$ cat config.mk
export PLATFORM = sky130hd
export DESIGN_NAME = frame_rate_meter
export DESIGN_NICKNAME = d
export VERILOG_FILES = /design/src/rtl/frame_rate_meter.sv
export SDC_FILE = /design/constraint.sdc
export NUM_CORES = 1
export LEC_CHECK = 0
export BUFFER_PORTS_ARGS = -buffer_cell sky130_fd_sc_hd__buf_4
export CORE_MARGIN = 2
export CORE_UTILIZATION = 40
export CTS_BUF_LIST = sky130_fd_sc_hd__clkbuf_2
export DETAILED_ROUTE_END_ITERATION = 10
export PLACE_DENSITY = 0.57
export SLEW_MARGIN = 20
export SYNTH_ARGS = -nofsm -noshare
export SYNTH_HDL_FRONTEND = slang
export SYNTH_SLANG_ARGS = --single-unit
$ cat constraint.sdc
create_clock -name clk -period 7.95 [get_ports clk]
set_input_delay 1.9875 -clock clk [delete_from_list [all_inputs] [get_ports clk]]
set_output_delay 1.9875 -clock clk [all_outputs]
set_load 0.02 [all_outputs]
$ cat src/rtl/frame_rate_meter.sv
module frame_rate_meter #(
  parameter int W = 16
) (
  input  logic         clk,
  input  logic         rst_n,
  input  logic         run,
  input  logic         cont_mode,
  input  logic         irq_en,
  input  logic [W-1:0] ref_count,
  input  logic         rd_strobe,
  input  logic         fstart_in,
  input  logic         fsync_in,
  output logic [W-1:0] result,
  output logic         irq_n
);

  localparam logic [W-1:0] ALL1 = {W{1'b1}};

  logic [2:0]   st_sh, sy_sh;
  logic [W-1:0] win_cnt, acc;
  logic         halted;

  always_ff @(posedge clk or negedge rst_n)
    if (!rst_n) begin
      st_sh <= '0;
      sy_sh <= '0;
    end else begin
      st_sh <= {st_sh[1:0], fstart_in};
      sy_sh <= {sy_sh[1:0], fsync_in};
    end

  wire st_edge  = st_sh[1] & ~st_sh[2];
  wire sy_edge  = sy_sh[1] & ~sy_sh[2];
  wire enabled  = run && (ref_count != '0) && !halted;
  wire win_done = enabled && sy_edge && (win_cnt >= ref_count - 1'b1);

  always_ff @(posedge clk or negedge rst_n)
    if (!rst_n) begin
      win_cnt <= '0;
      acc     <= '0;
      halted  <= 1'b0;
      result  <= '0;
      irq_n   <= 1'b1;
    end else if (!run) begin
      win_cnt <= '0;
      acc     <= '0;
      halted  <= 1'b0;
      irq_n   <= 1'b1;
    end else begin
      if (rd_strobe) begin
        irq_n  <= 1'b1;
        halted <= 1'b0;
      end
      if (win_done) begin
        result  <= acc;
        win_cnt <= '0;
        acc     <= (cont_mode && st_edge) ? {{(W-1){1'b0}}, 1'b1} : '0;
        if (!cont_mode) halted <= 1'b1;
        if (irq_en)     irq_n  <= 1'b0;
      end else if (enabled) begin
        if (sy_edge)                 win_cnt <= win_cnt + 1'b1;
        if (st_edge && acc != ALL1)  acc     <= acc + 1'b1;
      end
    end

  a_r2_ref_zero_holds: assert property (@(posedge clk) disable iff (!rst_n)
    (ref_count == '0) |=> $stable(result));

  a_r5_halt_holds: assert property (@(posedge clk) disable iff (!rst_n)
    (halted && !rd_strobe) |=> ($stable(result) && acc == '0));

  a_r6_irq_needs_enable: assert property (@(posedge clk) disable iff (!rst_n)
    $fell(irq_n) |-> $past(irq_en));

  a_r7_irq_release: assert property (@(posedge clk) disable iff (!rst_n)
    (!run || (rd_strobe && !win_done)) |=> irq_n);

  a_r8_stop_keeps_result: assert property (@(posedge clk) disable iff (!rst_n)
    !run |=> ($stable(result) && acc == '0 && win_cnt == '0));

  a_r10_no_wrap: assert property (@(posedge clk) disable iff (!rst_n)
    (acc == ALL1 && run && !win_done) |=> acc == ALL1);

endmodule

# ---- Word level (Yosys, flattened, before mapping)
# Cells that the tools add are included.
# Widths: inputs -> output; s select.
dict set report classes {
  n_lt_le_gt_ge 1
  n_bitwise 4
  mux 17
  reduce_logical 11
  addsub 3
  eq_ne 4
}
# op n
set ops {}
lappend ops {{$mux 16} 8}
lappend ops {{$add 16x1->16 const B} 2}
lappend ops {{$ge 16x16->1} 1}
lappend ops {{$ne 16x16->1 const B} 1}
lappend ops {{$reduce_bool 16->1} 1}
lappend ops {{$sub 16x1->16 const B} 1}
lappend ops {{$mux 1} 9}
lappend ops {{$ne 3x1->1 const B} 3}
lappend ops {{$logic_and 1x1->1} 6}
lappend ops {{$reduce_and 2->1} 3}
lappend ops {{$and 1x1->1} 2}
lappend ops {{$not 1->1} 2}
lappend ops {{$logic_not 1->1} 1}
dict set report word_totals {
  regBits 56
}

# ---- Longest topological paths before layout
dict set report depth {
  ltp_word 7
  mapped_depth 14
  depth_no_buf 13
}

# ---- Least setup slack after synthesis
# No wires, ideal clock.
dict set report synth_timing {
  path_type {in2reg}
  from {input port ref_count[3]}
  to {register acc[13]}
  arrival_time_ns 5.435
  cell_stages 12
  setup_slack_ns 2.428
  path_buffers 0
  cell_sequence {nor4_1 nand2b_1 or2_2 or3b_2 xor2_1 ha_1 nand4_1 nor3_1 a2111oi_0 a41oi_1 or4_1 o211ai_1}
}
dict set report synth_via {
  elab_chain_cells 7
  word_cells_on_any_way 12
}
# element line
set synth_rtl {}
lappend synth_rtl {{start, declared} 9} ;# input logic [W-1:0] ref_count,
lappend synth_rtl {{branches (longest 7 deep; another with $sub 16x1->16)} n/a}
lappend synth_rtl {{end signal, assigned} 57} ;# acc <= (cont_mode && st_edge) ? {{(W-1){1'b0}}, 1'b1} : '0;
lappend synth_rtl {{end signal, assigned} 62} ;# if (st_edge && acc != ALL1) acc <= acc + 1'b1;
lappend synth_rtl {{end, declared} 20} ;# logic [W-1:0] win_cnt, acc;
# Parallel ways; which one is timed is not known.
# A chain may end at the register's enable or synchronous reset.

# ---- Worst setup path after layout
dict set report layout_timing {
  from {input port ref_count[0]}
  to {register acc[4]}
}
# The elaborated chain is that of the path after synthesis.

==> metrics.md <==
| Metric | Value |
|---|---|
| Status | completed |
| Worst skew pair latency | 0.46 ns |
| Drt wl/cell | 14.6 um |
| Synth Area in Adders | 7.22% |
| Post-synthesis mux area share | 5.77% |
| Crit Path Class | input pin to flop |
| Postcts setup bufs | 0 |
| Most common flop cell mapped by yosys | dfrtp_1 |
| Number of cells upsized or downsized after cts | 0 |
| Die width | 94.8 um |
| Largest net degree at the start of global routing | 57 |
| R2r worst-path depth | 7 |
| Critical path launch point type | input pin |
| Share of cells above drive strength 1 | 17.3% |
| Total Wirelength | 6930 um |
| Worst Tran Pin Value | 0.855 ns |
| Vias/cell | 5.49 |
| Worst-path clk slew | 0.29 ns |
| Initial DRC count | 92 |
| Register area | 0.00140 sq mm |
| Total GRT Usage | 16.7% |
| Post-CTS Hold Fix Bufs | 0 |
| Gate Count Post-Synth | 328 |
| Critical Path Fanout Max | 28 |
| DR vias | 2,610 |
| Largest family of logic cells by synthesized area | simple AND/OR/NAND/NOR gates |
| Pins Over Slew Limit | 0 |
| RSZ-0062 raised after global routing | no |
| Post-DP HPWL | 5140 um |
| Final setup viols | 0 |
| Global-route wire length before repair | 12,000 um |
| Remaining DRCs | 0 |
| Worst hold path depth | 0 |
| ANT cells | 0 |
| Fillers | 805 |
| Post-synthesis cell type count | 52 |
| Power Dens Cells | 122 mW/mm^2 |
| CTS Root Cell | clkbuf_2 |
| Top Ports | 41 |
| Max Clk Rate | 0.174 GHz |
| CTS HTree Levels | 2 |
| DP Area | 0.00371 sq mm |
| CTS Buf Count | 5 |
| Multi-input logic area | 0.00184 sq mm |
| Setup Skew | 0.0284 ns |
| First-pass DRT Iterations | 4 |
| Worst EP arrival | 6.14 ns |
| Worst flop-to-flop path startpoint | win_cnt[5]$_DFFE_PN0P_ |
| WHS Endpoint | sy_sh[1]$_DFF_PN0_ |
| Worst Path Required | 8.36 ns |
| Setup crit end kind | flop |
| Global route overflow | 0 |
| Post-Syn Nets | 371 |
| Synth Register Bits | 56 |
| Hold wc startpoint | sy_sh[0]$_DFF_PN0_ |
| Hold WS | 0.395 ns |
| Initial antenna violation count | 0 |
| Share of async-settable or async-resettable flops after synthesis | 100% |
| Slew Limit Headroom | 43.0% |
| Clk buf depth | 2 |
| Simple-gate share of the synthesized area | 24.6% |
| Fin crit period | 5.74 ns |
| P_leak | 1.61 nW |
| Syn Area/Cell | 10.0 sq um |
| # port buffers | 40 |
| Crit share post-route | 72.2% |
| Starting density of the core | 40.7% |
| Vias in the first global route | 2,455 |
| Cell Area, Synth | 0.00329 sq mm |
| Die area | 0.00898 sq mm |
| Maxcap violations | 0 |
| Final nets | 412 |
| Max VDD drop | 0.0701 mV |
| RR Endpoint | acc[4]$_DFFE_PN0P_ |
| CTS tree | yes |
| # rows | 33 |
| Synth Area in XOR/XNOR | 6.38% |
| Num Clock Sinks | 56 |
| Setup Total Neg Slack | 0 ns |
| Area added between synthesis and finish | 14.0% |
| Flop2flop setup slack | 4.79 ns |
| Final core occ | 46.4% |
| Hold Path Class | flop to flop |
| Sequential area share after synthesis | 42.6% |
| Synth warnings | 0 |
| Final hold vios | 0 |
| Die H | 94.8 um |
| Post-route antenna net violation count | 0 |
| Post-synthesis compound-gate area fraction | 11.8% |
| Final Cell Area | 0.00376 sq mm |
| Placeable Area | 0.00809 sq mm |
| Placer Congestion | 0.778 |
| Number of synthesized flops with an enable pin | 0 |
-- cell usage in the layout, fill, tap and decap left out, types with 9 or more instances in the layout --
master | netlist | routed
a21oi_1 | 15 | 15
buf_4 | 0 | 41
dfrtp_1 | 55 | 55
ha_1 | 19 | 19
mux2_1 | 14 | 14
nand2_1 | 31 | 31
nand3_1 | 10 | 10
nand4_1 | 9 | 9
nor2_1 | 23 | 23
nor3_1 | 13 | 13
or4_1 | 9 | 9
xnor2_1 | 16 | 16
-- registers in the layout (all words and copies together), names as in the netlist --
name and cells:
acc 16, halted 1, irq_n 1, result 16, st_sh 3, sy_sh 3, win_cnt 16
-- kinds of logic (layout without fill, tap and decap cells) --
group | count (synthesis) | in the layout
and+or+nand+nor | 145 | 145
DFF | 56 | 56
AOI/OAI and AO/OA | 53 | 53
xor gates and xnor gates | 24 | 24
adders and majority gates | 19 | 19
muxes | 17 | 17
buffers and inverters | 14 | 56
-- critical path, cell delays in order --
cell and delay [ns]:
buf_4 0.12, inv_1 0.07, ha_1 0.20, or3b_2 0.51
nor3_1 0.44, nand2_1 0.14, xor2_1 0.17, ha_1 0.29
nand4_1 0.15, nor3_1 0.08, a2111oi_1 0.75, a31oi_4 0.45
or4_1 0.60, a31oi_1 0.17
-- layer usage --
| layer | wire [um] | vias to the layer above | track usage, % |
|---|---|---|---|
| met2 | 3140 | 26 | 25.1 |
| met4 | 38 | 0 | 3.14 |
| met1 | 3580 | 1274 | 25.3 |
| met5 | 0 | - | 0 |
| li1 | - | 1304 | - |
| met3 | 173 | 6 | 2.95 |
-- worst max path at each step --
stage                  from             endpoint
2_1_floorplan  ref_count[3]  acc[13]$_DFFE_PN0P_
3_3_place_gp   ref_count[3]   acc[5]$_DFFE_PN0P_
3_5_place_dp   ref_count[0]   acc[4]$_DFFE_PN0P_
4_1_cts        ref_count[0]   acc[4]$_DFFE_PN0P_
5_1_grt        ref_count[0]   acc[5]$_DFFE_PN0P_
6_report       ref_count[0]   acc[4]$_DFFE_PN0P_
-- synthesized netlist by cell type, types with 2 or more instances --
master / number / area (sq um)
nor2b_1: 4 / 25.0
nor2_1: 23 / 86.3
ha_1: 19 / 238
a31oi_4: 2 / 42.5
a2111oi_0: 2 / 17.5
buf_2: 3 / 15.0
and4_1: 2 / 17.5
or3_1: 6 / 37.5
nor4_1: 5 / 31.3
dfrtp_1: 55 / 1380
and2_1: 3 / 18.8
or4_1: 9 / 67.6
a31oi_1: 3 / 18.8
nor3_1: 13 / 65.1
mux2_2: 2 / 22.5
nand3b_1: 5 / 37.5
o21ai_1: 3 / 15.0
a22o_1: 3 / 26.3
nand2_1: 31 / 116
mux2_1: 14 / 158
nand2b_1: 5 / 31.3
nand3_1: 10 / 50.1
or3b_2: 2 / 17.5
nor4b_1: 4 / 35.0
a21oi_1: 15 / 75.1
a21o_1: 3 / 22.5
and3_1: 6 / 37.5
clkbuf_1: 4 / 15.0
xor2_1: 8 / 70.1
o211ai_1: 4 / 30.0
nand4_1: 9 / 56.3
or4_4: 2 / 22.5
nor3b_1: 3 / 22.5
xnor2_1: 16 / 140
inv_1: 6 / 22.5
o21ai_0: 8 / 40.0
-- where the power goes --
| group | total [mW] | internal [mW] | switching [mW] |
|---|---|---|---|
| Combinational | 0.0505 | 0.0214 | 0.0291 |
| Sequential | 0.293 | 0.290 | 0.00338 |
| Clock | 0.114 | 0.0215 | 0.0922 |
| Total | 0.457 | 0.333 | 0.125 |
-- per-stage QoR --
stage | cells | power [mW] | setup WS, ns
after floorplan | 328 | 0.322 | 2.43
after global placement | 467 | 0.348 | 1.57
after detailed placement | 467 | 0.349 | 1.46
after CTS | 475 | 0.466 | 1.98
after global routing | 475 | 0.484 | 1.93
final | 475 | 0.457 | 2.21
-- final cells by class --
cell class | count | share of cell area (%)
well taps | 105 | 3.50
repair buffers | 41 | 8.19
inverters | 7 | 0.700
flip-flops and latches | 56 | 37.3
multi-input cells | 258 | 49.1
clock inverters | 3 | 0.500
clock buffers | 5 | 0.666
No activity file was read; power rests on OpenSTA's default activity.
